**src/rtl/fdc_regif_pkg.sv**
```systemverilog
package fdc_regif_pkg;

    localparam int BYTE_W  = 8;
    localparam int SW_BITS = 8;
    localparam int SW_IDXW = $clog2(SW_BITS);

    typedef enum logic [SW_IDXW-1:0] {
        SW_PH0  = 3'd0,
        SW_PH1  = 3'd1,
        SW_PH2  = 3'd2,
        SW_STRB = 3'd3,
        SW_EN   = 3'd4,
        SW_DSEL = 3'd5,
        SW_Q6   = 3'd6,
        SW_Q7   = 3'd7
    } sw_idx_e;

    typedef enum logic [1:0] {
        RS_DATA   = 2'd0,
        RS_STATUS = 2'd1,
        RS_HSHAKE = 2'd2,
        RS_ONES   = 2'd3
    } rsel_e;

    typedef struct packed {
        logic [SW_IDXW-1:0] idx;
        logic               level;
    } sw_cmd_t;

    localparam logic [BYTE_W-1:0] HSHAKE_BYTE = 8'hDF;
    localparam logic [BYTE_W-1:0] ONES_BYTE   = 8'hFF;

    function automatic sw_cmd_t decode_cmd(input logic [3:0] addr);
        sw_cmd_t c;
        c.idx   = addr[3:1];
        c.level = addr[0];
        return c;
    endfunction

    function automatic rsel_e pick_reg(input logic [SW_BITS-1:0] sw);
        case ({sw[SW_Q7], sw[SW_Q6]})
            2'b00:   return RS_DATA;
            2'b01:   return RS_STATUS;
            2'b10:   return RS_HSHAKE;
            default: return RS_ONES;
        endcase
    endfunction

    function automatic logic [BYTE_W-1:0] status_byte(
        input logic [BYTE_W-1:0] mode,
        input logic              motor,
        input logic              sense
    );
        return {sense, 1'b0, motor, mode[4:0]};
    endfunction

endpackage

```
**src/rtl/fdc_switch_bank.sv**
```systemverilog
module fdc_switch_bank
    import fdc_regif_pkg::*;
#(
    parameter int NBITS = SW_BITS
) (
    input  logic             clk,
    input  logic             rst,
    input  logic             upd,
    input  sw_cmd_t          cmd,
    output logic [NBITS-1:0] sw_q,
    output logic [NBITS-1:0] sw_nxt
);

    genvar g;
    generate
        for (g = 0; g < NBITS; g++) begin : g_bit
            logic hit;
            assign hit = upd && (cmd.idx == g[SW_IDXW-1:0]);
            assign sw_nxt[g] = hit ? cmd.level : sw_q[g];

            always_ff @(posedge clk) begin
                if (rst) sw_q[g] <= 1'b0;
                else     sw_q[g] <= sw_nxt[g];
            end
        end
    endgenerate

endmodule

```
**src/rtl/fdc_read_port.sv**
```systemverilog
module fdc_read_port
    import fdc_regif_pkg::*;
(
    input  logic              clk,
    input  logic              rst,
    input  logic              rd_en,
    input  logic              odd_addr,
    input  rsel_e             rsel,
    input  logic [BYTE_W-1:0] data_in,
    input  logic [BYTE_W-1:0] mode,
    input  logic              motor,
    input  logic              sense,
    output logic [BYTE_W-1:0] rd_data
);

    logic [BYTE_W-1:0] rd_nxt;

    always_comb begin
        if (odd_addr) begin
            rd_nxt = ONES_BYTE;
        end else begin
            case (rsel)
                RS_DATA:   rd_nxt = data_in;
                RS_STATUS: rd_nxt = status_byte(mode, motor, sense);
                RS_HSHAKE: rd_nxt = HSHAKE_BYTE;
                default:   rd_nxt = ONES_BYTE;
            endcase
        end
    end

    always_ff @(posedge clk) begin
        if (rst)        rd_data <= '0;
        else if (rd_en) rd_data <= rd_nxt;
    end

endmodule

```
**src/rtl/fdc_mode_reg.sv**
```systemverilog
module fdc_mode_reg
    import fdc_regif_pkg::*;
#(
    parameter int CELL_W       = 6,
    parameter int CELL_SLOW_LO = 24,
    parameter int CELL_FAST_LO = 12,
    parameter int CELL_SLOW_HI = 32,
    parameter int CELL_FAST_HI = 16
) (
    input  logic              clk,
    input  logic              rst,
    input  logic              load,
    input  logic [BYTE_W-1:0] wdata,
    output logic [BYTE_W-1:0] mode,
    output logic [CELL_W-1:0] cell_len
);

    localparam int FAST_BIT  = 3;
    localparam int CLOCK_BIT = 4;

    always_ff @(posedge clk) begin
        if (rst)       mode <= '0;
        else if (load) mode <= wdata;
    end

    always_comb begin
        case ({mode[CLOCK_BIT], mode[FAST_BIT]})
            2'b00:   cell_len = CELL_W'(CELL_SLOW_LO);
            2'b01:   cell_len = CELL_W'(CELL_FAST_LO);
            2'b10:   cell_len = CELL_W'(CELL_SLOW_HI);
            default: cell_len = CELL_W'(CELL_FAST_HI);
        endcase
    end

endmodule

```
**src/rtl/fdc_regif.sv**
```systemverilog
module fdc_regif
    import fdc_regif_pkg::*;
#(
    parameter int CELL_W = 6
) (
    input  logic               clk,
    input  logic               rst,
    input  logic               acc_valid,
    input  logic               acc_write,
    input  logic [3:0]         acc_addr,
    input  logic [BYTE_W-1:0]  wr_data,
    input  logic               sel_in,
    input  logic               sense_in,
    input  logic               motor_in,
    input  logic [BYTE_W-1:0]  data_in,
    output logic [BYTE_W-1:0]  rd_data,
    output logic [SW_BITS:0]   sw_state,
    output logic [BYTE_W-1:0]  mode_q,
    output logic [CELL_W-1:0]  cell_len
);

    sw_cmd_t              cmd;
    logic [SW_BITS-1:0]   sw_q;
    logic [SW_BITS-1:0]   sw_nxt;
    rsel_e                rsel;
    logic                 mode_load;

    assign cmd  = decode_cmd(acc_addr);
    assign rsel = pick_reg(sw_nxt);

    fdc_switch_bank #(.NBITS(SW_BITS)) u_sw (
        .clk    (clk),
        .rst    (rst),
        .upd    (acc_valid),
        .cmd    (cmd),
        .sw_q   (sw_q),
        .sw_nxt (sw_nxt)
    );

    fdc_read_port u_rd (
        .clk      (clk),
        .rst      (rst),
        .rd_en    (acc_valid && !acc_write),
        .odd_addr (acc_addr[0]),
        .rsel     (rsel),
        .data_in  (data_in),
        .mode     (mode_q),
        .motor    (motor_in),
        .sense    (sense_in),
        .rd_data  (rd_data)
    );

    assign mode_load = acc_valid && acc_write && (rsel == RS_ONES) && !sw_nxt[SW_EN];

    fdc_mode_reg #(.CELL_W(CELL_W)) u_mode (
        .clk      (clk),
        .rst      (rst),
        .load     (mode_load),
        .wdata    (wr_data),
        .mode     (mode_q),
        .cell_len (cell_len)
    );

    assign sw_state = {sel_in, sw_q};

endmodule

```
**config.mk**
```make
export PLATFORM = sky130hd
export DESIGN_NAME = fdc_regif
export DESIGN_NICKNAME = d
export VERILOG_FILES = /design/src/rtl/fdc_regif_pkg.sv /design/src/rtl/fdc_switch_bank.sv /design/src/rtl/fdc_read_port.sv /design/src/rtl/fdc_mode_reg.sv /design/src/rtl/fdc_regif.sv
export SDC_FILE = /design/constraint.sdc
export NUM_CORES = 1
export LEC_CHECK = 0
export BUFFER_PORTS_ARGS = -buffer_cell sky130_fd_sc_hd__buf_4
export CAP_MARGIN = 0
export CORE_MARGIN = 1
export CORE_UTILIZATION = 51
export CTS_BUF_LIST = sky130_fd_sc_hd__clkbuf_8
export DETAILED_ROUTE_END_ITERATION = 6
export PLACE_DENSITY_LB_ADDON = 0.08
export SETUP_SLACK_MARGIN = 0.5
export SYNTH_ARGS = -nofsm -noshare
export SYNTH_HDL_FRONTEND = slang
export SYNTH_SLANG_ARGS = --single-unit
```
**constraint.sdc**
```tcl
create_clock -name clk -period 3.4 [get_ports clk]
set_input_delay 0.51 -clock clk [delete_from_list [all_inputs] [get_ports clk]]
set_output_delay 0.51 -clock clk [all_outputs]
set_load 0.005 [all_outputs]
```
After elaboration in Yosys (flattened, before gate mapping)
Cells that the tools add are included.
{"block": "totals", "register_bits": 24, "out_inout_bits": 31, "inputBits": 27}
{"block": "classes", "reduce_logical": 18, "eq_ne": 14, "n_mux": 7}
{"operator": "$pmux 8 s3", "count": 1}
{"operator": "$pmux 6 s3", "count": 1}
{"operator": "$eq 3x3->1 const B", "count": 4}
{"operator": "$logic_and 1x1->1", "count": 12}
{"operator": "$eq 2x2->1 const B", "count": 4}
{"operator": "$mux 8", "count": 1}
{"operator": "$eq 2x1->1 const B", "count": 3}
{"operator": "$eq 3x2->1 const B", "count": 2}
{"operator": "$logic_not 2->1", "count": 3}
{"operator": "$pmux 2 s3", "count": 1}
{"operator": "$eq 3x1->1 const B", "count": 1}
{"operator": "$logic_not 3->1", "count": 1}
{"operator": "$mux 1", "count": 3}
{"operator": "$logic_not 1->1", "count": 2}

Logic depth before layout (Yosys ltp)
{"block": "logic_depth", "depth_word": 8, "mapped_depth": 6}

Hierarchy
A second synthesis with hierarchy kept.
{"block": "hier_totals", "cells_unflattened": 126, "hier_area_um2": 1272.5}
{"module": "fdc_switch_bank", "cells_each": 42, "instances": 1, "seq_area_each_um2": 160.2, "area_each_um2": 475.5}
{"module": "fdc_mode_reg", "cells_each": 39, "instances": 1, "seq_area_each_um2": 160.2, "area_each_um2": 385.4}
{"module": "fdc_read_port", "cells_each": 39, "instances": 1, "seq_area_each_um2": 160.2, "area_each_um2": 377.9}
{"module": "fdc_regif", "cells_each": 6, "instances": 1, "seq_area_each_um2": 0.0, "area_each_um2": 33.8}

Worst setup path after synthesis
OpenSTA, ideal clock, no wires.
{"block": "synth_path", "path_kind": "input -> register", "start": "input port acc_valid", "end": "register u_mode.mode[0]", "setup_slack_ns": 1.337, "t_arrival_ns": 1.991, "cell_stages": 5, "setup_time_ns": 0.072, "t_required_ns": 3.328, "path_buffers": 1, "cell_sequence": "buf_4 -> nor4bb_1 -> mux2_2 -> nor4_4 -> mux2i_1"}
{"block": "synth_via", "elab_chain_cells": 7}
{"element": "from (decl)", "line": "fdc_regif.sv:8", "text": "input logic acc_valid,"}
{"element": "$logic_and 1x1->1", "line": "fdc_switch_bank.sv:18", "text": "assign hit = upd && (cmd.idx == g[SW_IDXW-1:0]);"}
{"element": "$mux 1", "line": "fdc_switch_bank.sv:19", "text": "assign sw_nxt[g] = hit ? cmd.level : sw_q[g];"}
{"element": "$eq 2x2->1, or another cell as far along", "line": "fdc_regif_pkg.sv:41", "text": "case ({sw[SW_Q7], sw[SW_Q6]})"}
{"element": "$pmux 2 s3", "line": "fdc_regif_pkg.sv:41"}
{"element": "$eq 2x2->1", "line": "fdc_regif.sv:53", "text": "assign mode_load = acc_valid && acc_write && (rsel == RS_ONES) && !sw_nxt[SW_EN];"}
{"element": "$logic_and 1x1->1", "line": "fdc_regif.sv:53"}
{"element": "$logic_and 1x1->1 *", "line": "fdc_regif.sv:53"}
{"element": "to (signal assigned)", "line": "fdc_mode_reg.sv:23", "text": "else if (load) mode <= wdata;"}
{"element": "to (decl)", "line": "fdc_mode_reg.sv:14", "text": "output logic [BYTE_W-1:0] mode,"}
Every way passes the cells marked *; elsewhere a longest branch is shown, timed or not.
A chain may end at the register's enable or synchronous reset.

Final worst setup path
{"block": "layout_path", "start": "input port acc_addr[2]", "end": "register u_mode.mode[4]"}
{"block": "layout_via", "elab_chain_cells": 8}
{"element": "from (decl)", "line": "fdc_regif.sv:10", "text": "input logic [3:0] acc_addr,"}
{"element": "$eq 3x3->1", "line": "fdc_switch_bank.sv:18"}
{"element": "$logic_and 1x1->1", "line": "fdc_switch_bank.sv:18"}
{"element": "$mux 1", "line": "fdc_switch_bank.sv:19"}
{"element": "$eq 2x2->1, or another cell as far along", "line": "fdc_regif_pkg.sv:41"}
{"element": "$pmux 2 s3", "line": "fdc_regif_pkg.sv:41"}
{"element": "$eq 2x2->1", "line": "fdc_regif.sv:53"}
{"element": "$logic_and 1x1->1", "line": "fdc_regif.sv:53"}
{"element": "$logic_and 1x1->1 *", "line": "fdc_regif.sv:53"}
Marks and branches as above.

==> flow_results.org <==
** Run status
- The run finished with clean final reports.

** Power
- Summed over all nets, the switching power comes to approximately 0.13 mW.
- Highest ir drop seen on vdd :: roughly 0.31 mV
- Internal power of the cells :: a little under 0.5 mW
- The share of total power dissipated in sequential elements is 0.471.
- Power density normalized to cell area :: ~370 nW/um2
- Leakage dissipation :: between 0.7 and 0.8 nW
- Of the total power, the share spent switching nets is 0.210.
- Combinational Power Share :: 0.135
- Of the total power, the clock network draws 0.394.

** Critical path
- Data arrives at the worst endpoint at about 2200 ps.
- Nature of the critical path endpoint :: register
- Along the worst path, the maximum fanout reaches 8.
- WP data required :: between 3000 and 4000 ps
- STA classifies the critical path startpoint as an input pin.
- Start-to-end type of the worst setup path :: in2reg

** Place
- Setup slack at placement :: roughly 1100 ps
- PortBufs :: between 50 and 60
- Last weighted congestion value of the routability-driven placer :: approximately 0.79
- Detailed placement finished with a half-perimeter wire length of 2030 um.

** Logic synthesis
- The share of the Yosys chip area taken by registers is 0.387.
- Flops & latches, synth :: 24
- The Yosys step of the flow raised 0 warnings.
- Dividing the synthesized area by the synthesized cell count gives around 9.5 um2.
- Combined area of all synthesized cells :: approximately 1200 um2
- Synthesis produced a netlist whose cell count is 130.
- In this run, distinct cell masters in the synthesized netlist total 30.

** CTS
- Root Driver :: sky130_fd_sc_hd__clkbuf_8
- Number of buffers on the longest clock path :: 2
- Clock tree from TritonCTS :: yes
- For this design, the CTS-stage hold fixing added 0 buffers.
- Clock tree sinks :: 24
- Buffers inserted during clock tree synthesis total 3.
- In this run the number of H-tree levels came out at 1.
- Clk slew on worst S/H paths :: ~80 ps
- Once the clock tree was built, the resizer swapped 0 gates to a different size.
- Post-CTS timing repair inserted 0 buffers for setup.
- Insertion delay of the later-clocked pin in the worst-skew pair :: about 270 ps

** Finish
- The number of antenna diodes in the final layout is 0.
- Final net count :: roughly 210
- Synthesis-to-layout area growth :: 36.9%
- In the final layout, the share of cells above drive strength 1 is 0.346.
- The library cell used most frequently in the layout, excluding fill and tap cells, is sky130_fd_sc_hd__buf_4.
- Most frequent cells in the layout :: 53 x sky130_fd_sc_hd__buf_4, 24 x sky130_fd_sc_hd__dfxtp_1, 21 x sky130_fd_sc_hd__nor2_1

** GRT
- Antenna violations before repair :: 0
- Pin count of the biggest net entering global routing :: 33
- First-pass GRT wire length :: between 4000 and 5000 um
- The via count of the first global-routing pass is between 1,000 and 1,500.
- For this run the aggregate overflow at the end of global routing stands at 0.
- Overall routing resource usage :: 0.216

** Detailed routing
- In the routed design, unresolved DRC markers number 0.
- Drt first-iter violations :: 21
- Wire length reported by the detailed router :: 2670 um
- Vias per inst :: 5.19
- Wirelength per Cell :: around 13 um
- The count of nets left with antenna violations once routing finished came out at 0.
- Summing over every cut layer, the via total after detailed routing is 1,075.
- 1st-pass router iterations :: 4

** Timing
- Remaining max-slew budget at the tightest pin :: 0.525
- Post-route clock period utilization :: 0.601
- Once routing completed, OpenROAD measured the worst setup slack at 1350 ps.
- Setup total negative slack on the finished layout was measured at 0 ps.
- The number of endpoints with negative hold slack in the final report was 0.
- The max-slew violation total from the final report came to 0.
- For the finished layout, the period the worst path requires is between 2000 and 2500 ps.
- Pin slew with the least headroom to its limit :: just over 700 ps
- Setup repair after global routing left no endpoint under its margin.
- # setup viols final :: 0
- Clock skew on the completed layout was measured at 3.18 ps.
- Derived from the worst setup path, the maximum achievable clock frequency is roughly 490 MHz.

** Die
- In this run the standard cell core region covers approximately 2300 um2.
- Standard-cell rows :: 17
- Horizontal die dimension :: roughly 51 um
- Pin placement for this block handled 58 I/O pins.
- Overall die area :: 2630 um2
- Height of the die :: a little over 50 um
- Initial core utilization :: 0.550

** Worst hold path
- The worst hold path belongs to the class reg2reg.

** Run
- Reported max-cap violation count :: 0
-- registers in the layout, summed over array words and instances (netlist names) --
signal	count
u_mode.mode	8
u_rd.rd_data	8
u_sw.sw_q	8
-- critical path, cell delays in order --
cell	delay, ps
sky130_fd_sc_hd__buf_4	140
sky130_fd_sc_hd__nor4bb_1	310
sky130_fd_sc_hd__mux2_2	400
sky130_fd_sc_hd__nor4_4	610
sky130_fd_sc_hd__mux2i_1	260
-- final timing paths --
check	depth (start not counted)	endpoint	slack, ps	start
min	2	u_mode.mode[5]	490	u_mode.mode[5]
min reg2reg	2	u_mode.mode[5]	490	u_mode.mode[5]
max	5	u_mode.mode[4]	1350	acc_addr[2]
max reg2reg	3	u_mode.mode[4]	1760	u_sw.sw_q[6]
-- power groups by stage --
stage / Clock [mW] / Combinational (mW) / Sequential, mW
floorplan: 0 / 0.0419 / 0.301
global placement: 0 / 0.0818 / 0.301
detailed placement: 0 / 0.0849 / 0.301
CTS: 0.251 / 0.0856 / 0.295
global route: 0.261 / 0.0934 / 0.296
finish: 0.247 / 0.0847 / 0.295
-- cell type report --
class                   count  area [um2]
flip-flops and latches     24         480
inverters                   4        15.0
multi-input cells          94         699
fillers                   181         556
repair buffers             53         398
clock buffers               3        41.3
well taps                  28        35.0
clock inverters             1        30.0
-- per-stage QoR --
stage                     hold slack (ps)  power (mW)  std cells  utilization  cell area (um2)
after floorplan                       465       0.343        131            -             1240
after global placement                459       0.383        203        0.722             1630
after detailed placement              477       0.386        203        0.722             1630
after CTS                             489       0.631        207        0.754             1700
after global routing                  500       0.650        207        0.754             1700
final                                 486       0.626        207        0.754             1700
-- per-layer routing --
metal | GRT usage | vias up | wire [um]
li1 | - | 539 | -
met5 | 0 | - | 0
met2 | 0.401 | 41 | 1380
met3 | 0.0179 | 5 | 112
met4 | 0.108 | 0 | 48
met1 | 0.244 | 490 | 1120
-- cells by family (layout without fill, tap and decap cells) --
family                   Yosys count  count (layout)  synth area share
flip-flops                        24              24             0.387
adder cells (fa/ha/maj)            4               4            0.0403
AND/OR/NAND/NOR                   56              56             0.279
AO/OA/AOI/OAI                     13              13            0.0736
other                              1               2           0.00302
buffers and inverters             13              61            0.0524
multiplexers                      19              19             0.164
-- synth_stat cells --
cell | count | area [um2]
sky130_fd_sc_hd__nor2_1 | 21 | 78.8
sky130_fd_sc_hd__dfxtp_1 | 24 | 480
sky130_fd_sc_hd__nand3b_1 | 2 | 15.0
sky130_fd_sc_hd__a211oi_1 | 7 | 52.6
sky130_fd_sc_hd__nor4_4 | 1 | 21.3
sky130_fd_sc_hd__mux2i_4 | 1 | 22.5
sky130_fd_sc_hd__buf_4 | 4 | 30.0
sky130_fd_sc_hd__nand4b_4 | 1 | 23.8
sky130_fd_sc_hd__buf_2 | 1 | 5.00
sky130_fd_sc_hd__a32o_1 | 1 | 10.0
sky130_fd_sc_hd__a311oi_1 | 1 | 8.76
sky130_fd_sc_hd__clkbuf_1 | 2 | 7.51
sky130_fd_sc_hd__conb_1 | 1 | 3.75
sky130_fd_sc_hd__a21oi_1 | 4 | 20.0
sky130_fd_sc_hd__mux2i_1 | 17 | 170
sky130_fd_sc_hd__or4bb_1 | 1 | 11.3
sky130_fd_sc_hd__nor3_1 | 1 | 5.00
sky130_fd_sc_hd__nand2b_1 | 14 | 87.6
sky130_fd_sc_hd__ha_1 | 4 | 50.1
sky130_fd_sc_hd__buf_1 | 2 | 7.51
sky130_fd_sc_hd__or2b_1 | 4 | 30.0
sky130_fd_sc_hd__nand2_1 | 3 | 11.3
sky130_fd_sc_hd__inv_1 | 4 | 15.0
sky130_fd_sc_hd__or4b_2 | 1 | 10.0
sky130_fd_sc_hd__nor4bb_1 | 1 | 10.0
sky130_fd_sc_hd__and3_1 | 1 | 6.26
sky130_fd_sc_hd__nor2b_1 | 2 | 12.5
sky130_fd_sc_hd__nand4_1 | 1 | 6.26
sky130_fd_sc_hd__mux2_2 | 1 | 11.3
sky130_fd_sc_hd__nand4b_1 | 2 | 17.5
(Power assumes the default switching activity.)
